## src/rtl/pfd_lock_detect.sv

```systemverilog
module pfd_lock_detect #(
  parameter int ALIGN_MAX  = 2,
  parameter int LOCK_COUNT = 16
) (
  input  logic clk,
  input  logic rst_n,
  input  logic ref_a,
  input  logic ref_b,
  input  logic ref_pick,
  input  logic fb_clk,
  input  logic loop_en,
  output logic up,
  output logic dn,
  output logic locked
);
  localparam int WW = $clog2(ALIGN_MAX + 2);
  localparam int CW = $clog2(LOCK_COUNT + 1);

  logic [1:0]    s_a, s_b, s_pick, s_fb;
  logic          pick_q, ref_q, fb_q, up_q, dn_q;
  logic [WW-1:0] wid;
  logic [CW-1:0] cnt;

  wire ref_now  = s_pick[1] ? s_b[1] : s_a[1];
  wire ref_rise = ref_now & ~ref_q;
  wire fb_rise  = s_fb[1] & ~fb_q;
  wire both     = up_q & dn_q;
  wire single   = up_q ^ dn_q;
  wire pick_chg = s_pick[1] ^ pick_q;
  wire late     = single && (wid == WW'(ALIGN_MAX));
  wire aligned  = both && (wid <= WW'(ALIGN_MAX));

  always_ff @(posedge clk or negedge rst_n) begin
    if (!rst_n) begin
      s_a <= '0; s_b <= '0; s_pick <= '0; s_fb <= '0;
      pick_q <= 1'b0; ref_q <= 1'b0; fb_q <= 1'b0;
    end else begin
      s_a    <= {s_a[0], ref_a};
      s_b    <= {s_b[0], ref_b};
      s_pick <= {s_pick[0], ref_pick};
      s_fb   <= {s_fb[0], fb_clk};
      pick_q <= s_pick[1];
      ref_q  <= ref_now;
      fb_q   <= s_fb[1];
    end
  end

  always_ff @(posedge clk or negedge rst_n) begin
    if (!rst_n) begin
      up_q <= 1'b0;
      dn_q <= 1'b0;
    end else if (both) begin
      up_q <= 1'b0;
      dn_q <= 1'b0;
    end else begin
      up_q <= up_q | ref_rise;
      dn_q <= dn_q | fb_rise;
    end
  end

  always_ff @(posedge clk or negedge rst_n) begin
    if (!rst_n)
      wid <= '0;
    else if (both)
      wid <= '0;
    else if (single && wid != WW'(ALIGN_MAX + 1))
      wid <= wid + 1'b1;
  end

  always_ff @(posedge clk or negedge rst_n) begin
    if (!rst_n)
      cnt <= '0;
    else if (!loop_en || pick_chg || late)
      cnt <= '0;
    else if (aligned && cnt != CW'(LOCK_COUNT))
      cnt <= cnt + 1'b1;
  end

  assign up     = up_q;
  assign dn     = dn_q;
  assign locked = loop_en && (cnt == CW'(LOCK_COUNT));

  AST_PAIR_CLEARS: assert property (@(posedge clk) disable iff (!rst_n)
    (up && dn) |=> (!up && !dn));
  AST_UP_FROM_REF: assert property (@(posedge clk) disable iff (!rst_n)
    $rose(up) |-> $past(ref_rise));
  AST_LATE_UNLOCKS: assert property (@(posedge clk) disable iff (!rst_n)
    late |=> !locked);
  AST_PICK_UNLOCKS: assert property (@(posedge clk) disable iff (!rst_n)
    pick_chg |=> !locked);
  AST_LOCK_AFTER_PAIR: assert property (@(posedge clk) disable iff (!rst_n)
    $rose(locked) |-> ($past(both) || $rose(loop_en)));
endmodule

```

## config.mk

```make
export PLATFORM = sky130hd
export DESIGN_NAME = pfd_lock_detect
export DESIGN_NICKNAME = d
export VERILOG_FILES = /design/src/rtl/pfd_lock_detect.sv
export SDC_FILE = /design/constraint.sdc
export NUM_CORES = 1
export LEC_CHECK = 0
export ABC_AREA = 1
export BUFFER_PORTS_ARGS = -buffer_cell sky130_fd_sc_hd__buf_2
export CAP_MARGIN = 20
export CORE_UTILIZATION = 59
export CTS_CLUSTER_DIAMETER = 150
export DETAILED_ROUTE_END_ITERATION = 6
export HOLD_SLACK_MARGIN = 0.05
export PLACE_DENSITY = 0.92
export SKIP_LAST_GASP = 1
export SYNTH_ARGS = -nofsm -noshare
export SYNTH_HDL_FRONTEND = slang
export SYNTH_SLANG_ARGS = --single-unit
```

## constraint.sdc

```tcl
create_clock -name clk -period 4 [get_ports clk]
set_clock_uncertainty 0.1 [all_clocks]
set_input_delay 0 -clock clk [delete_from_list [all_inputs] [get_ports clk]]
set_output_delay 0 -clock clk [all_outputs]
set_load 0.05 [all_outputs]
```

## Yosys cells after proc, flatten, opt, wreduce, memory -nomap -nowiden

Cells that the tools add are included.

| storage, ports and cells | value |
|---|---|
| output and inout port bits | 3 |
| logic and storage cells | 44 |
| register bits | 20 |
| input bits | 7 |

| operators by class | value |
|---|---|
| $lt $le $gt $ge | 1 |
| $add $sub $neg | 2 |
| bitwise gates (word level) | 9 |
| eq/ne operators | 4 |
| reduce and logical (&&, ||, !) cells | 10 |
| multiplexer cells | 7 |

Operator list:

| cell | count |
|---|---|
| 2-to-1 mux 5 bit | 2 |
| adder 5 x 1 -> 5 bit, second input constant | 1 |
| == test 5 bit, second input constant | 1 |
| logical AND 1 bit | 5 |
| inequality test 5 bit, second input constant | 1 |
| 2-to-1 mux 2 bit | 2 |
| nonzero test 2 bit | 2 |
| AND 1 bit | 3 |
| 2-to-1 mux 1 bit | 3 |
| adder 2 x 1 -> 2 bit, second input constant | 1 |
| == test 2 bit, second input constant | 1 |
| less-or-equal comparator 2 bit, second input constant | 1 |
| logical OR 1 bit | 2 |
| inequality test 2 bit, second input constant | 1 |
| NOT 1 bit | 2 |
| bitwise OR 1 bit | 2 |
| bitwise XOR 1 bit | 2 |
| logical NOT 1 bit | 1 |

## Logic depth before layout (Yosys ltp)

| depth | value |
|---|---|
| depth in word-level cells | 5 |
| gate-level depth with buffers | 9 |
| depth with buffers taken out | 9 |

## Least setup slack after synthesis

Ideal clock, no wire load.

| path | value |
|---|---|
| kind | reg-to-reg |
| from | register dn_q (netlist: dn) |
| to | register cnt[3] |
| cell stages (with the launch flop) | 8 |
| slack | 2.299 ns |
| buffers on the path | 0 |
| period minus slack after synthesis | 1.701 ns |
| data arrival time | 1.484 ns |
| required time | 3.783 ns |
| library setup time | 0.117 ns |
| cells stage by stage | dfrtp_1 -> ha_1 -> nand2_1 -> nand2_1 -> a21oi_4 -> nand2_2 -> nand2_1 -> nand2_1 |

| between the ends | value |
|---|---|
| longest elaborated chain between the ends | 4 |
| elaborated cells on any way between the ends | 8 |
| those cells by class | 1 x mux; 2 x bitwise; 5 x reduce/logical |

Ends and longest elaborated chain:

| element | RTL line | source |
|---|---|---|
| start: declaration | 20 | `logic pick_q, ref_q, fb_q, up_q, dn_q;` |
| start signal: assignment | 57 | `dn_q <= dn_q \| fb_rise;` |
| bitwise XOR 1 bit / AND 1 bit (equally long branches) | 28, 27 |  |
| logical AND 1 bit, on equally long branches | 30, 31 |  |
| logical OR 1 bit / logical AND 1 bit (equally long branches) | 73, 75 |  |
| 2-to-1 mux 5 bit / nonzero test 2 bit (equally long branches) | -- |  |
| end signal: assignment | 76 | `cnt <= cnt + 1'b1;` |
| end: declaration | 22 | `logic [CW-1:0] cnt;` |

Parallel ways exist; a longest one is shown, timed or not.
A chain may end at the register's enable or synchronous reset.

## Final worst setup path

| path | value |
|---|---|
| from | register cnt[0] |
| to | output port locked |

| between the ends | value |
|---|---|
| longest elaborated chain between the ends | 2 |

Ends and longest elaborated chain:

| element | RTL line | source |
|---|---|---|
| == test 5 bit | 81 | `assign locked = loop_en && (cnt == CW'(LOCK_COUNT));` |
| logical AND 1 bit | 81 |  |
| end: declaration | 14 | `output logic locked` |

Every way passes these cells.

==> qor.yml <==
rows: 13
synth_ff_type: "dfrtp_1"
drt_first_iter_violations: 12
numCtsBuffers: 3
total_power_mw: 0.584
syn_avg_cell_area_um2: 9.38
finalSetupViolations: 0
use_met1_pct: 22.3
track_usage_pct: 24.6
cts_sinks: 20
critPathMaxStageDelay_ps: 440
ir_drop_mv: 0.413
critPathKind: "register to output port"
r2r_setup_slack_ps: 2430
powerDensity_nw_per_um2: 556
gr-max-usage-layer: "met2"
outcome: "complete, no violations"
use_met2_pct: 45.7
max_clock_freq_ghz: 0.617
end_kind: "output port"
power.leakage_nw: 0.569
grt_antenna_before_repair: 0
io_pins: 10
grt_max_degree: 21
hold_path.class: "input port to asynchronous set/reset pin"
yosys_warnings: 0
synth_edf_count: 0
synth_cell_types: 17
root_buffer: "clkbuf_4"
finalMaxSlewViolations: 0
initial_core_util_pct: 65.9
grt_pass1_wl_um: 2440
multi_input_area_um2: 329
dieArea_um2: 1690
cp_num_buf_inv: 3
postSynth.asyncResetShare_pct: 100
final-seq-area_um2: 500
synth_area_leaders: "dfrtp_1 56%, nand2_1 8.3%, ha_1 6.9%, inv_1 6.3%, nand3_1 5.6%"
arrival_ps: 1520
syn_nets: 108
hold_viol: 0
die_h_um: 41.1
timing.rr.end: "cnt[4]"
path_cells: "inv_1 -> ha_1 -> nand2_1 -> inv_1 -> nand2_2 -> nor2_1 -> buf_2"
drive_above_1_share_pct: 18.4
synth_top_area_cell: "dfrtp_1"
firstDrtPassIters: 4
wirelength_um: 1680
critPathRequiredTime_ps: 3900
crit_path_max_fanout: 5
use_met3_pct: 4.89
rsz0062_at_grt: "false"
areaGrowthSynthToFinish_pct: 16.5
ys_seq_area_share_pct: 55.6
syn_inst: 96
cts_resized: 0
clk_pin_slew_ps: 100
die_w_um: 41.1
io_buffers: 9
slew_headroom_pct: 72.7
drc: 0
ant_nets: 0
n_fill_cell: 98
critPathTopFamily: "flip-flops"
min_period_over_period_pct: 40.5
vias: 684
grt_pass1_vias: 627
coreArea_um2: 1370
cts_max_level: 1
worst_setup_path_start_kind: "register"
wl_per_cell_um: 13.0
tns_ps: 0
ys_ff_latch: 20
hpwl_um: 1210
worstReg2RegStart: "up"
clk_latency_ps: 290
r2r_cells: 7
finalNetCount: 127
cts_max_path_buffers: 2
worstMarginPinSlew_ps: 410
min_period_ps: 1620
critPathSlowestCell: "dfrtp_1"
place_congestion: 0.651
cts_tree: "yes"
syn_area_um2: 901
grt_overflow: 0
synth_top_area_share_pct: 55.6
cts_setup_buffers: 0
maxCapViolations: 0
cpMostUsedCell: "inv_1"
diodes: 0
vias_per_cell: 5.30
==> cells by family after synthesis <==
logic type / synth area share (%)
buffers and inverters: 7.92
XOR/XNOR: 0.972
AO/OA/AOI/OAI: 3.75
adder cells (fa/ha/maj): 6.94
AND/OR/NAND/NOR: 24.9
flip-flops: 55.6
==> cells in the final DEF, fill, tap and decap left out, types with 3 or more instances in the layout <==
| master | count |
|---|---|
| buf_2 | 9 |
| clkbuf_4 | 3 |
| dfrtp_1 | 20 |
| dlygate4sd3_1 | 6 |
| ha_1 | 5 |
| inv_1 | 15 |
| nand2_1 | 20 |
| nand2_2 | 4 |
| nand3_1 | 10 |
| nor2_1 | 9 |
==> layout make-up <==
cell class,instances,share of cell area [%]
clock buffer,4,3.46
sequential,20,47.7
inverter,16,5.72
multi-input combinational,59,31.3
tap,15,1.79
timing repair buffer,15,10.0
==> Yosys cell counts (2+ instances only) <==
master    n
dfrtp_1  20
nand2_1  20
inv_1    15
nand3_1  10
nor2_1    9
ha_1      5
nand2_2   4
a21oi_1   2
nand4_1   2
nor3_1    2
==> sequential cells by signal, indices dropped and copies added (netlist names) <==
| register | flops |
|---|---|
| cnt | 5 |
| s_fb | 2 |
| pick_q | 1 |
| s_pick | 2 |
| up | 1 |
| ref_q | 1 |
| s_a | 2 |
| wid | 2 |
| fb_q | 1 |
| dn | 1 |
| s_b | 2 |
==> worst max path at each step <==
| stage | from | end | slack (ps) | depth (start not counted) |
|---|---|---|---|---|
| global route | cnt[0] | locked | 2270 | 7 |
| global placement | up | cnt[3] | 2540 | 7 |
| detailed placement | up | cnt[4] | 2460 | 7 |
| finish | cnt[0] | locked | 2380 | 7 |
| CTS | cnt[0] | locked | 2370 | 7 |
| floorplan | dn | cnt[3] | 2300 | 7 |
==> report_power, final <==
group	leakage [nW]	switching (mW)	internal, mW
Combinational	0.302	0.147	0.0674
Sequential	0.246	0.0239	0.232
Clock	0.0210	0.0576	0.0555
==> per-stage QoR <==
stage | setup WS (ps) | area (µm²) | hold slack (ps) | std cells | utilization [%]
after floorplan | 2300 | 901 | -396 | 96 | -
after global placement | 2540 | 953 | -153 | 119 | 69.8
after detailed placement | 2460 | 953 | -148 | 119 | 69.8
after CTS | 2370 | 1050 | 62.0 | 129 | 76.8
after global routing | 2270 | 1050 | 90.7 | 129 | 76.8
final | 2380 | 1050 | 61.7 | 129 | 76.8
==> metal layers <==
metal,wire [µm],up-vias
li1,-,334
met1,664,316
met2,885,23
met3,46,11
met4,82,0
met5,0,-
==> what timing repair did <==
action / 4_1_cts / 5_1_grt
hold endpoints to repair: 26 / 0
setup endpoints to repair: 0 / 0
hold buffers: 6 / 0
No activity file was read; power rests on OpenSTA's default activity.
